## config.mk

```make
export PLATFORM = sky130hd
export DESIGN_NAME = port_chg_irq
export DESIGN_NICKNAME = d
export VERILOG_FILES = /design/src/rtl/lcirq_pkg.sv /design/src/rtl/lcirq_rst_sync.sv /design/src/rtl/lcirq_tick_sel.sv /design/src/rtl/lcirq_detect.sv /design/src/rtl/lcirq_flag.sv /design/src/rtl/port_chg_irq.sv
export SDC_FILE = /design/constraint.sdc
export NUM_CORES = 1
export LEC_CHECK = 0
export CAP_MARGIN = 20
export CORE_MARGIN = 5
export CORE_UTILIZATION = 44
export CTS_BUF_LIST = sky130_fd_sc_hd__clkbuf_8
export DETAILED_ROUTE_END_ITERATION = 7
export PLACE_DENSITY_LB_ADDON = 0.2
export SLEW_MARGIN = 20
export SYNTH_ARGS = -nofsm -noshare
export SYNTH_HDL_FRONTEND = slang
export SYNTH_SLANG_ARGS = --single-unit
export TNS_END_PERCENT = 10
```

## constraint.sdc

```tcl
create_clock -name clk -period 0.9 [get_ports clk]
set_input_delay 0.18 -clock clk [delete_from_list [all_inputs] [get_ports clk]]
set_output_delay 0.18 -clock clk [all_outputs]
set_load 0.01 [all_outputs]
```

## src/rtl/lcirq_pkg.sv

```systemverilog
package lcirq_pkg;
  localparam int VEC_W = 16;
  localparam logic [VEC_W-1:0] IRQ_VEC = 16'h001E;

  typedef struct packed {
    logic pull_up;
    logic rate_fast;
  } mode_t;
endpackage

```

## src/rtl/lcirq_rst_sync.sv

```systemverilog
module lcirq_rst_sync #(
  parameter int STAGES = 2
) (
  input  logic clk,
  input  logic rst_n_i,
  output logic rst_n_o
);
  logic [STAGES-1:0] sr_q;
  logic [STAGES-1:0] sr_d;

  always_comb begin
    sr_d = {sr_q[STAGES-2:0], 1'b1};
  end

  always_ff @(posedge clk or negedge rst_n_i) begin
    if (!rst_n_i) sr_q <= '0;
    else          sr_q <= sr_d;
  end

  assign rst_n_o = sr_q[STAGES-1];
endmodule

```

## src/rtl/lcirq_tick_sel.sv

```systemverilog
module lcirq_tick_sel (
  input  logic tick_lo_i,
  input  logic tick_hi_i,
  input  logic rate_fast_i,
  output logic samp_o
);
  always_comb begin
    samp_o = rate_fast_i ? tick_hi_i : tick_lo_i;
  end
endmodule

```

## src/rtl/lcirq_detect.sv

```systemverilog
module lcirq_detect
  import lcirq_pkg::*;
#(
  parameter int W = 4
) (
  input  logic         clk,
  input  logic         rst_n,
  input  logic         samp_i,
  input  logic [W-1:0] port_i,
  input  logic [W-1:0] en_i,
  input  mode_t        mode_i,
  output logic         trig_o,
  output logic [W-1:0] port_q_o
);
  localparam int CFG_W = W + $bits(mode_t);

  logic [W-1:0]     act;
  logic             agg;
  logic             cfg_chg;
  logic [CFG_W-1:0] cfg_now;
  logic [CFG_W-1:0] cfg_q;
  logic             prev_q, prev_d;
  logic [W-1:0]     port_q, port_d;

  always_comb begin
    act     = (port_i ^ {W{mode_i.pull_up}}) & en_i;
    agg     = |act;
    cfg_now = {en_i, mode_i};
    cfg_chg = (cfg_now != cfg_q);
    prev_d  = prev_q;
    trig_o  = 1'b0;
    if (cfg_chg) begin
      prev_d = agg;
    end else if (samp_i) begin
      trig_o = (agg != prev_q);
      prev_d = agg;
    end
    port_d = samp_i ? port_i : port_q;
  end

  always_ff @(posedge clk or negedge rst_n) begin
    if (!rst_n) begin
      cfg_q  <= '0;
      prev_q <= 1'b0;
      port_q <= '0;
    end else begin
      cfg_q  <= cfg_now;
      prev_q <= prev_d;
      port_q <= port_d;
    end
  end

  assign port_q_o = port_q;

  logic reload_q;
  always_ff @(posedge clk or negedge rst_n) begin
    if (!rst_n) reload_q <= 1'b0;
    else        reload_q <= cfg_chg;
  end

  p_port_capture_r12: assert property (@(posedge clk) disable iff (!rst_n)
    samp_i |=> port_q_o == $past(port_i));
  p_port_hold_r6: assert property (@(posedge clk) disable iff (!rst_n)
    !samp_i |=> $stable(port_q_o));
  p_reload_quiet_r10: assert property (@(posedge clk) disable iff (!rst_n)
    (reload_q && $stable(port_i) && !cfg_chg) |-> !trig_o);
endmodule

```

## src/rtl/lcirq_flag.sv

```systemverilog
module lcirq_flag (
  input  logic clk,
  input  logic rst_n,
  input  logic trig_i,
  input  logic clr_i,
  input  logic mie_i,
  output logic flag_o,
  output logic pulse_o,
  output logic irq_o
);
  logic flag_q, flag_d;
  logic pulse_q;

  always_comb begin
    flag_d = flag_q;
    if (trig_i)     flag_d = 1'b1;
    else if (clr_i) flag_d = 1'b0;
  end

  always_ff @(posedge clk or negedge rst_n) begin
    if (!rst_n) begin
      flag_q  <= 1'b0;
      pulse_q <= 1'b0;
    end else begin
      flag_q  <= flag_d;
      pulse_q <= trig_i;
    end
  end

  assign flag_o  = flag_q;
  assign pulse_o = pulse_q;
  assign irq_o   = flag_q & mie_i;

  p_set_r2: assert property (@(posedge clk) disable iff (!rst_n)
    trig_i |=> (flag_o && pulse_o));
  p_hold_r7: assert property (@(posedge clk) disable iff (!rst_n)
    (flag_o && !clr_i) |=> flag_o);
  p_clear_r7: assert property (@(posedge clk) disable iff (!rst_n)
    (flag_o && clr_i && !trig_i) |=> !flag_o);
  p_idle_r8: assert property (@(posedge clk) disable iff (!rst_n)
    !trig_i |=> !pulse_o);
endmodule

```

## src/rtl/port_chg_irq.sv

```systemverilog
module port_chg_irq
  import lcirq_pkg::*;
#(
  parameter int W           = 4,
  parameter int SYNC_STAGES = 2
) (
  input  logic             clk,
  input  logic             rst_n,
  input  logic [W-1:0]     port_i,
  input  logic [W-1:0]     bit_en_i,
  input  logic             pull_up_i,
  input  logic             rate_fast_i,
  input  logic             tick_lo_i,
  input  logic             tick_hi_i,
  input  logic             clr_i,
  input  logic             mie_i,
  output logic [W-1:0]     port_q_o,
  output logic             flag_o,
  output logic             pulse_o,
  output logic             irq_o,
  output logic [VEC_W-1:0] vector_o
);
  logic  rst_n_s;
  logic  samp;
  logic  trig;
  mode_t mode;

  assign mode.pull_up   = pull_up_i;
  assign mode.rate_fast = rate_fast_i;
  assign vector_o       = IRQ_VEC;

  lcirq_rst_sync #(.STAGES(SYNC_STAGES)) u_rst (
    .clk(clk), .rst_n_i(rst_n), .rst_n_o(rst_n_s)
  );

  lcirq_tick_sel u_sel (
    .tick_lo_i(tick_lo_i), .tick_hi_i(tick_hi_i),
    .rate_fast_i(rate_fast_i), .samp_o(samp)
  );

  lcirq_detect #(.W(W)) u_det (
    .clk(clk), .rst_n(rst_n_s), .samp_i(samp), .port_i(port_i),
    .en_i(bit_en_i), .mode_i(mode), .trig_o(trig), .port_q_o(port_q_o)
  );

  lcirq_flag u_flag (
    .clk(clk), .rst_n(rst_n_s), .trig_i(trig), .clr_i(clr_i),
    .mie_i(mie_i), .flag_o(flag_o), .pulse_o(pulse_o), .irq_o(irq_o)
  );
endmodule

```

==> out/qor.yml, run 1 <==
clock-sinks: 15
seq_area_frac_synth_pct: 46.2
drv_slew: 0
final_layout_size_suffix_gt1_share_pct: 30.3
skew_ns: 0.00413
hold_path_class: "input port to asynchronous set/reset pin"
p_int_w: 0.00122
detail_route.wl_per_cell_um: 11.8
power_frac_clock_pct: 33.1
ir_drop_v: 0.00132
first_iter_violations: 1
fin_crit_sh_pct: 154
synth_edf_count: 0
path_clk_slew_ns: 0.06
postCtsSetupRepairBufs: 0
cts_buffer_depth: 2
reg2reg_to: "u_det.prev_q"
use_met3_pct: 3.66
core_area_um2: 1750
combPwrFrac_pct: 21.8
met1_usage_pct: 13.8
htree_levels: 1
outcome: "complete, but fails checks"
gp_congestion: 0.738
drt-total-wl_um: 1460
setup_viol: 14
grt_first_pass_wirelength_um: 2390
initial_core_util_pct: 46.5
drc: 0
busiest_layer: "met2"
yosysMostFrequentCell: "buf_4"
setup_slack_ns: -0.484
synth.area.top_cells: "dfrtp_1 46%, buf_4 15%, xor2_1 9.7%, mux2_2 5.5%, mux2i_4 2.8%"
vias: 535
gr-total-overflow: 0
diodes: 0
r2r_start: "u_det.cfg_q[2]"
antenna_found_initial: 0
crit_type: "register to register"
hold_viol_final: 0
cp.arrival_ns: 1.52
dp_hpwl_um: 1190
die_h_um: 53.0
fp.dieW_um: 53.0
synth-main-ff-cell: "dfrtp_1"
power_density_nw_per_um2: 1530
reg2reg_slack_ns: -0.48
async_flop_share_pct: 100
fp.dieArea_um2: 2800
portBuffers: 22
reg2regPathDepth: 4
yosysWarnings: 0
grt_max_degree: 14
power.switching_w: 0.000439
root_buffer: "clkbuf_8"
period_needed_ns: 1.38
cap_violations: 0
hold_slack_ns: 0.0848
cp_max_fo: 2
p_leak_nw: 0.530
required_ns: 1.04
cp-start-kind: "register"
p_seq_share_pct: 45.1
syn-instance-count: 66
viasPerCell: 4.31
synth_top_cell_area_share_pct: 46.2
rsz0062_at_grt: "true"
swShare_pct: 26.4
firstDrtPassIters: 4
tritoncts: "done"
syn-cell-area_um2: 812
ys_types: 21
cts_buffers: 3
use_met2_pct: 19.8
synth_seq_cells: 15
fmax_ghz: 0.723
row_count: 15
postSynthAreaPerCell_um2: 12.3
ant_nets: 0
endpoint_kind: "register"
grt_pass1_vias: 561
ios: 39
violations: "setup timing"
syn_to_final_growth_pct: 33.7
clock_latency_ns: 0.25
finalNetCount: 116
yosysTopAreaCell: "dfrtp_1"
synthTopCellsByCount: "16 x buf_4, 15 x dfrtp_1, 9 x xor2_1"
dp_slack_ns: -0.836
grtUsageTotal_pct: 11.8
kinds of logic after synthesis:
family | count (synthesis) | share of synthesized area, %
AOI/OAI and AO/OA | 5 | 5.08
buffers and inverters | 17 | 16.2
xor gates and xnor gates | 10 | 11.7
muxes | 6 | 10.2
other | 2 | 0.925
and+or+nand+nor | 11 | 9.71
DFF | 15 | 46.2
layer usage:
metal  vias to the layer above  share of wire (%)
met2                        24                 52
met1                       258                 38
met4                         0                1.1
met5                         -                  0
met3                         2                9.3
li1                        251                  -
per-stage QoR:
step | cells | TNS [ns] | power, W | area (µm²) | utilization, %
final | 124 | -2.72 | 0.00166 | 1090 | 62.2
after global routing | 124 | -3.38 | 0.00175 | 1090 | 62.2
after CTS | 124 | -2.86 | 0.00166 | 1070 | 61.4
after detailed placement | 120 | -6.91 | 0.00113 | 1060 | 60.5
after global placement | 120 | -6.71 | 0.00113 | 1060 | 60.5
after floorplan | 81 | -1.14 | 0.000991 | 868 | -
worst max-delay path: stages (launching register included):
cell and delay [ns]:
dfrtp_1 0.39, xor2_2 0.16, nor4_4 0.31, nand3_2 0.11, mux2_4 0.31
power by group through the flow:
stage | clock [W] | combinational, W | sequential (W)
floorplan | 0 | 0.000217 | 0.000774
global placement | 0 | 0.000369 | 0.000756
detailed placement | 0 | 0.000375 | 0.000759
CTS | 0.000562 | 0.000352 | 0.000746
global route | 0.000603 | 0.000395 | 0.000756
finish | 0.000548 | 0.000362 | 0.000748
state kept, by name, summed over array words and instances, names as in the netlist:
signal / count
u_rst.sr_q: 2
u_flag.pulse_o: 1
u_det.port_q_o: 4
u_det.cfg_q: 6
u_det.prev_q: 1
u_flag.flag_o: 1
cell usage in the layout, fill, tap and decap left out:
cell and count:
o2111ai_1 1, nand2b_1 1, conb_1 17, nand4_1 1, a22o_1 2, and2_1 1, clkbuf_8 3, dfrtp_1 15
buf_4 9, mux2_4 1, clkdlybuf4s50_1 11, nand3_2 1, xor2_1 8, dlygate4sd2_1 3, xor2_2 2, nor2_1 2
mux2_2 4, nor4b_1 1, nand2_1 2, a22oi_1 2, buf_6 2, mux2i_4 1, buf_2 5, dlymetal6s2s_1 1
nor4_4 1, clkinv_2 1, nand3_1 1
how the worst max path moves through the flow:
| stage | from | depth (start not counted) | end | slack [ns] |
|---|---|---|---|---|
| after CTS | u_det.cfg_q[4] | 4 | u_det.prev_q | -0.50 |
| final | u_det.cfg_q[2] | 4 | u_det.prev_q | -0.48 |
| after global routing | u_det.cfg_q[0] | 4 | u_det.prev_q | -0.56 |
| after global placement | rate_fast_i | 5 | u_det.prev_q | -0.83 |
| after floorplan | u_det.cfg_q[2] | 4 | u_det.prev_q | -0.47 |
| after detailed placement | pull_up_i | 5 | u_det.prev_q | -0.84 |
final cells by class:
type | count | area (µm²)
clock inverters | 1 | 5.00
well taps | 25 | 31.3
fillers | 155 | 659
clock buffers | 3 | 41.3
multi-input cells | 49 | 369
flip-flops and latches | 15 | 375
repair buffers | 31 | 264
timing repair:
action                                 CTS  global route
endpoints found under the hold margin    0             0
setup endpoints to repair               14            14
pin swaps                                4             2
gates resized for setup                 32             3
hold buffers                             0             0
(Power assumes the default switching activity.)
==> run 2: changes to the inputs <==
- ABC_CLOCK_PERIOD_IN_PS: not set -> 900
==> results of run 2 <==
Final layout, timing and power as in run 1 (identical DEF).
